`src/rtl/sjc_pkg.sv`:
```
package sjc_pkg;

    typedef enum logic [1:0] {
        DIG_NEG  = 2'b00,
        DIG_ZERO = 2'b01,
        DIG_POS  = 2'b10,
        DIG_BAD  = 2'b11
    } dig_code_e;

    typedef enum logic [1:0] {
        OP_NONE = 2'b00,
        OP_ADD  = 2'b01,
        OP_SUB  = 2'b10
    } term_op_e;

    // A +1 decision means the sample sits above the step, so its height is
    // removed; a -1 decision means below, so the height is added back.
    function automatic term_op_e op_of(input logic [1:0] code);
        case (code)
            DIG_POS:  return OP_SUB;
            DIG_NEG:  return OP_ADD;
            default:  return OP_NONE;
        endcase
    endfunction

endpackage

```
`src/rtl/sjc_digit_dec.sv`:
```
module sjc_digit_dec
    import sjc_pkg::*;
(
    input  logic [1:0] code,
    output term_op_e   op,
    output logic       bad
);
    always_comb begin
        op  = op_of(code);
        bad = (code == DIG_BAD);
    end
endmodule

```
`src/rtl/sjc_term.sv`:
```
module sjc_term
    import sjc_pkg::*;
#(
    parameter int COEF_W = 11,
    parameter int SUM_W  = 15
) (
    input  term_op_e                  op,
    input  logic [COEF_W-1:0]         coef,
    output logic signed [SUM_W-1:0]   term
);
    localparam int PAD_W = SUM_W - COEF_W;

    logic signed [SUM_W-1:0] mag;

    always_comb begin
        mag = $signed({{PAD_W{1'b0}}, coef});
        case (op)
            OP_ADD:  term = mag;
            OP_SUB:  term = -mag;
            default: term = '0;
        endcase
    end
endmodule

```
`src/rtl/sjc_sat.sv`:
```
module sjc_sat #(
    parameter int SUM_W = 15,
    parameter int OUT_W = 12
) (
    input  logic signed [SUM_W-1:0] sum,
    output logic [OUT_W-1:0]        word
);
    localparam int PAD_W = SUM_W - OUT_W;
    localparam logic signed [SUM_W-1:0] TOP = $signed({{PAD_W{1'b0}}, {OUT_W{1'b1}}});

    always_comb begin
        if (sum < 0) begin
            word = '0;
        end else if (sum > TOP) begin
            word = '1;
        end else begin
            word = sum[OUT_W-1:0];
        end
    end
endmodule

```
`src/rtl/seg_jump_corr.sv`:
```
module seg_jump_corr
    import sjc_pkg::*;
#(
    parameter int RAW_W   = 10,
    parameter int COEF_W  = 11,
    parameter int NUM_STG = 3
) (
    input  logic                        clk,
    input  logic                        rst_n,
    input  logic                        in_valid,
    input  logic [RAW_W-1:0]            in_raw,
    input  logic [2*NUM_STG-1:0]        in_dig,
    input  logic [NUM_STG*COEF_W-1:0]   in_coef,
    output logic                        out_valid,
    output logic [RAW_W+1:0]            out_word,
    output logic                        out_bad_code
);
    localparam int OUT_W = RAW_W + 2;
    localparam int WIDE  = (RAW_W > COEF_W) ? RAW_W : COEF_W;
    localparam int SUM_W = WIDE + $clog2(NUM_STG + 1) + 2;

    typedef struct packed {
        logic             vld;
        logic             bad;
        logic [OUT_W-1:0] word;
    } state_t;

    term_op_e                op_v   [NUM_STG];
    logic signed [SUM_W-1:0] term_v [NUM_STG];
    logic [NUM_STG-1:0]      bad_v;
    logic signed [SUM_W-1:0] sum;
    logic [OUT_W-1:0]        sat_word;
    state_t                  st_d, st_q;

    for (genvar k = 0; k < NUM_STG; k++) begin : g_stage
        sjc_digit_dec u_dec (
            .code (in_dig[2*k +: 2]),
            .op   (op_v[k]),
            .bad  (bad_v[k])
        );
        sjc_term #(.COEF_W(COEF_W), .SUM_W(SUM_W)) u_term (
            .op   (op_v[k]),
            .coef (in_coef[k*COEF_W +: COEF_W]),
            .term (term_v[k])
        );
    end

    always_comb begin
        sum = $signed({{(SUM_W-RAW_W){1'b0}}, in_raw});
        for (int k = 0; k < NUM_STG; k++) begin
            sum = sum + term_v[k];
        end
    end

    sjc_sat #(.SUM_W(SUM_W), .OUT_W(OUT_W)) u_sat (
        .sum  (sum),
        .word (sat_word)
    );

    always_comb begin
        st_d     = st_q;
        st_d.vld = in_valid;
        if (in_valid) begin
            st_d.word = sat_word;
            st_d.bad  = |bad_v;
        end
    end

    always_ff @(posedge clk or negedge rst_n) begin
        if (!rst_n) begin
            st_q <= '0;
        end else begin
            st_q <= st_d;
        end
    end

    assign out_valid    = st_q.vld;
    assign out_word     = st_q.word;
    assign out_bad_code = st_q.bad;

endmodule

```
`config.mk`:
```
export PLATFORM = sky130hd
export DESIGN_NAME = seg_jump_corr
export DESIGN_NICKNAME = d
export VERILOG_FILES = /design/src/rtl/sjc_pkg.sv /design/src/rtl/sjc_digit_dec.sv /design/src/rtl/sjc_term.sv /design/src/rtl/sjc_sat.sv /design/src/rtl/seg_jump_corr.sv
export SDC_FILE = /design/constraint.sdc
export NUM_CORES = 1
export LEC_CHECK = 0
export CAP_MARGIN = 20
export CORE_MARGIN = 2
export CORE_UTILIZATION = 45
export CTS_CLUSTER_SIZE = 10
export DETAILED_ROUTE_END_ITERATION = 16
export PLACE_DENSITY = 0.74
export SETUP_SLACK_MARGIN = 0.02
export SLEW_MARGIN = 40
export SYNTH_ARGS = -nofsm -noshare
export SYNTH_HDL_FRONTEND = slang
export SYNTH_HIERARCHICAL = 1
export SYNTH_SLANG_ARGS = --single-unit
```
`constraint.sdc`:
```
create_clock -name clk -period 1.3 [get_ports clk]
set_clock_uncertainty 0.2 [all_clocks]
set_input_delay 0.195 -clock clk [delete_from_list [all_inputs] [get_ports clk]]
set_output_delay 0.195 -clock clk [all_outputs]
set_load 0.01 [all_outputs]
```
Word-level counts from Yosys, hierarchy flattened
Cells that the tools add are included.
Storage, ports and cells
  memories kept: 0
  bits in latches: 0
  flip-flop bits (word level): 14
  RAM bits: 0
  logic and storage cells: 35
  bits in read-only memories: 0
Cells by class
  bitwise gates (word level): 0
  mux-type cells: 8
  shifts and indexed selects: 0
  add/subtract/negate cells: 6
  magnitude comparators: 2
  reduce and logical (&&, ||, !) cells: 4
  div/mod/pow operators: 0
  $mul: 0
  equality and inequality tests: 12
Operators by type and width (count)
  case mux 15 bit (2 select lines): 3
  negation 11 -> 15 bit: 3
  adder 15 bit: 2
  two-way mux 12 bit: 2
  equality test 2 bit (second input constant): 9
  adder 11 x 15 -> 15 bit: 1
  > comparator 15 x 13 -> 1 bit (second input constant): 1
  less-than comparator 15 x 1 -> 1 bit (second input constant): 1
  case mux 2 bit (2 select lines): 3
  equality test 2 x 1 -> 1 bit (second input constant): 3
  logical NOT 2 bit: 3
  OR reduction 3 bit: 1

Depth between registers and ports, before layout
  depth after elaboration: 10
  mapped depth: 22
  depth with buffers taken out: 20

By module
The synthesis kept the hierarchy.
By module, submodules not included
  seg_jump_corr: area each 1908.1 µm², times used 1, cells each 209, sequential area each 350.3 µm²
  sjc_term: area each 441.7 µm², times used 3, cells each 66, sequential area each 0.0 µm²
  sjc_sat: area each 182.7 µm², times used 1, cells each 27, sequential area each 0.0 µm²
  sjc_digit_dec: area each 16.3 µm², times used 3, cells each 3, sequential area each 0.0 µm²

Worst setup path after synthesis
Ideal clock, no wire load.
  path type: input port to flip-flop
  start: input port in_dig[5]
  end: register st_q, in the netlist out_word[10]
  stages on the path: 20
  data arrival time: 4.461 ns
  setup slack: -3.485 ns
  required time: 0.975 ns
  path through: nor2_1 > inv_1 > ha_1 > and2b_1 > buf_2 > a21oi_1 > o22ai_1 > inv_1 > fa_1 > fa_1 > inv_1 > ha_1 > and2_4 > a221oi_2 > a21oi_2 > or4_1 > a32oi_1 > buf_2 > nor2_1 > mux2_2
RTL lines
  start, declared: line seg_jump_corr.sv:12  | input logic [2*NUM_STG-1:0] in_dig,
  end signal, assigned: line seg_jump_corr.sv:73  | st_q <= st_d;
  end, declared: line seg_jump_corr.sv:33  | state_t st_d, st_q;

==> summary.md <==
| Metric | Value |
|---|---|
| Status | `complete, but fails checks` |
| Failing checks | `setup timing` |
| Via-per-instance ratio | `around 5.9` |
| Routability congestion estimate | `0.9322` |
| Congestion Overflow GR | `0` |
| CTS root buffer | `clkbuf_8` |
| CP Cell Sequence | `buf_8 -> nor2b_4 -> ha_4 -> buf_6 -> nor2b_4 -> buf_4 -> a31oi_1 -> o21ai_0 -> inv_1 -> fa_1 -> fa_1 -> inv_1 -> ha_4 -> a21o_1 -> nand3_1 -> nand2_2 -> or4_1 -> a32oi_2 -> buf_6 -> nor2_1 -> mux2_4` |
| Critical Path Slowest Stage Cell | `fa_1` |
| Post-route cell area | `5715 µm²` |
| Avg Inst Size Synth | `7.821 µm²` |
| Final setup fails | `12` |
| Core area | `7370 µm²` |
| Initial antenna violation count | `0` |
| Vias in the first global route | `around 4.2k` |
| Pwr/cell area | `762.0 nW/µm²` |
| CP Data Required Time | `1.23 ns` |
| Die X | `91.75 µm` |
| Share of the yosys chip area belonging to registers | `10.11%` |
| Routed length per placed instance | `17.98 µm` |
| Highest clock rate | `roughly 0.22 GHz` |
| Row cnt | `31` |
| Largest net degree at the start of global routing | `15` |
| Syn Nets | `about 550` |
| Asr flop ratio synth | `between 90% and 100%` |
| Violation count after the first detailed-route iteration | `about 330` |
| DRT antenna net count | `0` |
| First-pass GRT wire length | `19380 µm` |
| Endpoints failing hold | `0` |
| Met1 Routed Length | `4992 µm` |
| Die H | `91.75 µm` |
| # diodes | `0` |
| Via Count | `4295` |
| Min Clock Period, post-route | `around 4.6 ns` |
| Overall power | `4.355 mW` |
| CTS sink count | `14` |
| Setup CP Type | `primary input to register` |
| Post-cts hold buffer count | `0` |
| DRT Wirelength | `13110 µm` |
| Worst EP arrival | `4.55 ns` |
| Internal power | `2.475 mW` |
| DRC Markers | `0` |
| Post-DP Area | `5290 µm²` |
| Post-place setup slack | `-4.087 ns` |
| Max cap viols | `0` |
| Initial Util | `47.01%` |
| VDD IR-drop max | `approximately 0.43 mV` |
| RSZ-0062 raised after global routing | `yes` |
| Met2 WL post-DR | `6464 µm` |
| Leak Pwr | `2.760 nW` |
| I/O pin count | `66` |
| CTS tree | `done` |
| Mapped Cells | `443` |
| Clock share of power | `8.5%` |
| Critical-path maximum fanout | `8` |
| Mapped cell area | `3465 µm²` |
| Total GRT Usage | `28.08%` |
| IO buf count | `65` |
| Setup WS post-layout | `-3.323 ns` |
| Die footprint | `8417 µm²` |
| EDFF count, synth | `0` |
| Slowest cell delay on critical path | `0.53 ns` |
| Hold WS | `0.05811 ns` |
| Period utilization | `355.6%` |
| Worst-Margin Slew | `0.5735 ns` |
| Comb power frac | `between 70% and 80%` |
| Clock Latency Late Sink | `about 0.25 ns` |
| Clock H-tree levels | `1` |
| CTS Buffer Depth | `2` |
| Clk pin slew, worst setup/hold paths | `0.06 ns` |
| Dpl hpwl | `8671 µm` |
| Layout Nets | `735` |
| Met3 WL | `998 µm` |
| Primary FF master, synth | `dfrtp_1` |
| Slew HR | `61.41%` |
| Synth-to-Final Area Change | `64.97%` |
| Seq pwr share | `16.7%` |
| Pre-antenna DRT Iters | `5` |
| Synth warnings | `6` |
| Highest routed layer | `met4` |
| Crit end category | `register` |
| Final Core Density | `77.56%` |
| CP Launch Type | `primary input` |
| Synthesized flop and latch total | `14` |
| HP Class | `primary input to async pin` |
| Sw frac | `43.17%` |
| Synth unique cells | `49` |
| Total CTS buffers | `3` |
| Layout cells sized above 1 | `42.54%` |
| Max-slew violation count | `0` |
| Sw power | `1.880 mW` |
[through the flow]
step	instances	TNS, ns
final	729	-39.28
after global routing	729	-41.16
after CTS	725	-38.10
after detailed placement	712	-49.01
after global placement	712	-49.76
after floorplan	443	-35.89
[synth_stat cells, types with 5 or more instances]
cell | count | area, µm²
nand2_1 | 11 | 41.29
nor2_1 | 39 | 146.4
nor3_1 | 14 | 70.07
nand2b_1 | 5 | 31.28
a41o_1 | 6 | 60.06
a211o_2 | 6 | 60.06
a311oi_1 | 7 | 61.31
o21ai_0 | 20 | 100.1
mux2_2 | 12 | 135.1
o22ai_1 | 6 | 37.54
a211o_1 | 6 | 52.55
a22o_1 | 6 | 52.55
xnor2_1 | 9 | 78.83
nor2b_1 | 7 | 43.79
a21oi_1 | 18 | 90.09
ha_1 | 27 | 337.8
dfrtp_1 | 14 | 350.3
nor3_2 | 10 | 100.1
fa_1 | 24 | 480.5
a31oi_1 | 25 | 156.4
buf_2 | 7 | 35.03
inv_1 | 98 | 367.9
a21o_1 | 11 | 82.58
[power by group through the flow]
stage          clock network (mW)  registers, mW  logic [mW]
2_1_floorplan                   0          0.787        1.48
3_3_place_gp                    0          0.708        2.74
3_5_place_dp                    0          0.714        2.84
4_1_cts                     0.352          0.713        3.03
5_1_grt                     0.402          0.743        3.48
6_report                    0.371          0.729        3.25
[worst paths after layout]
path                                endpoint          from  cells after the start  slack (ns)
worst min-delay path             out_word[3]         rst_n                      2        0.06
worst max register to register   out_word[0]   out_word[0]                      1        0.30
worst min register to register  out_word[10]  out_word[10]                      1        0.32
worst max-delay path             out_word[7]     in_dig[5]                     21       -3.32
max in group asynchronous        out_word[9]         rst_n                      2        0.66
min in group clk                out_bad_code     in_dig[3]                      4        0.20
[layout by cell type (no fill, tap or decap), drive strengths merged, types with 9 or more instances in the layout]
cell type	n
buf	138
inv	98
nor2	39
clkdlybuf4s50	38
nor3	27
ha	27
a31oi	25
fa	24
o21ai	20
a21oi	19
clkbuf	17
dfrtp	14
mux2	12
a211o	12
a21o	11
nand2	11
xnor2	9
[per-layer routing]
layer	vias up	global-route usage, %
li1	1912	-
met1	2029	35.43
met2	279	50.80
met3	75	2.794
met4	0	7.836
met5	-	0
[flip-flops by register name, summed over array words and instances, names as in the netlist]
register / flops
out_word: 12
out_valid: 1
out_bad_code: 1
[critical path, delay by kind of cell]
family          cells  cell delay (ns)
compound gates      4             0.69
fa+ha+maj           4             1.53
buf+inv             6             0.74
mux                 1             0.28
simple gates        6             1.10
[timing repair]
item	in CTS	in global routing
cloned	2	1
gates resized for setup	112	47
buffers inserted	9	3
pin swaps	44	32
setup endpoints to repair	27	25
[cell families (layout without fill, tap and decap cells)]
| kind of cell | Yosys count | after routing | synth area share [%] |
|---|---|---|---|
| fa+ha+maj | 51 | 51 | 23.62 |
| xor+xnor | 12 | 12 | 3.034 |
| flops | 14 | 14 | 10.11 |
| simple gates | 117 | 118 | 21.24 |
| compound gates | 121 | 121 | 24.34 |
| mux | 13 | 13 | 4.189 |
| buf+inv | 115 | 301 | 13.47 |
[layout make-up]
type                            instances  area, µm²
Clock buffer                            3      41.29
Fill cell                             441       1654
Tap cell                               99      123.9
Sequential cell                        14      350.3
Multi-Input combinational cell        315       3126
Timing Repair Buffer                  200       1707
Inverter                               98      367.9
Note: power is estimated with default switching activity, not from simulation.
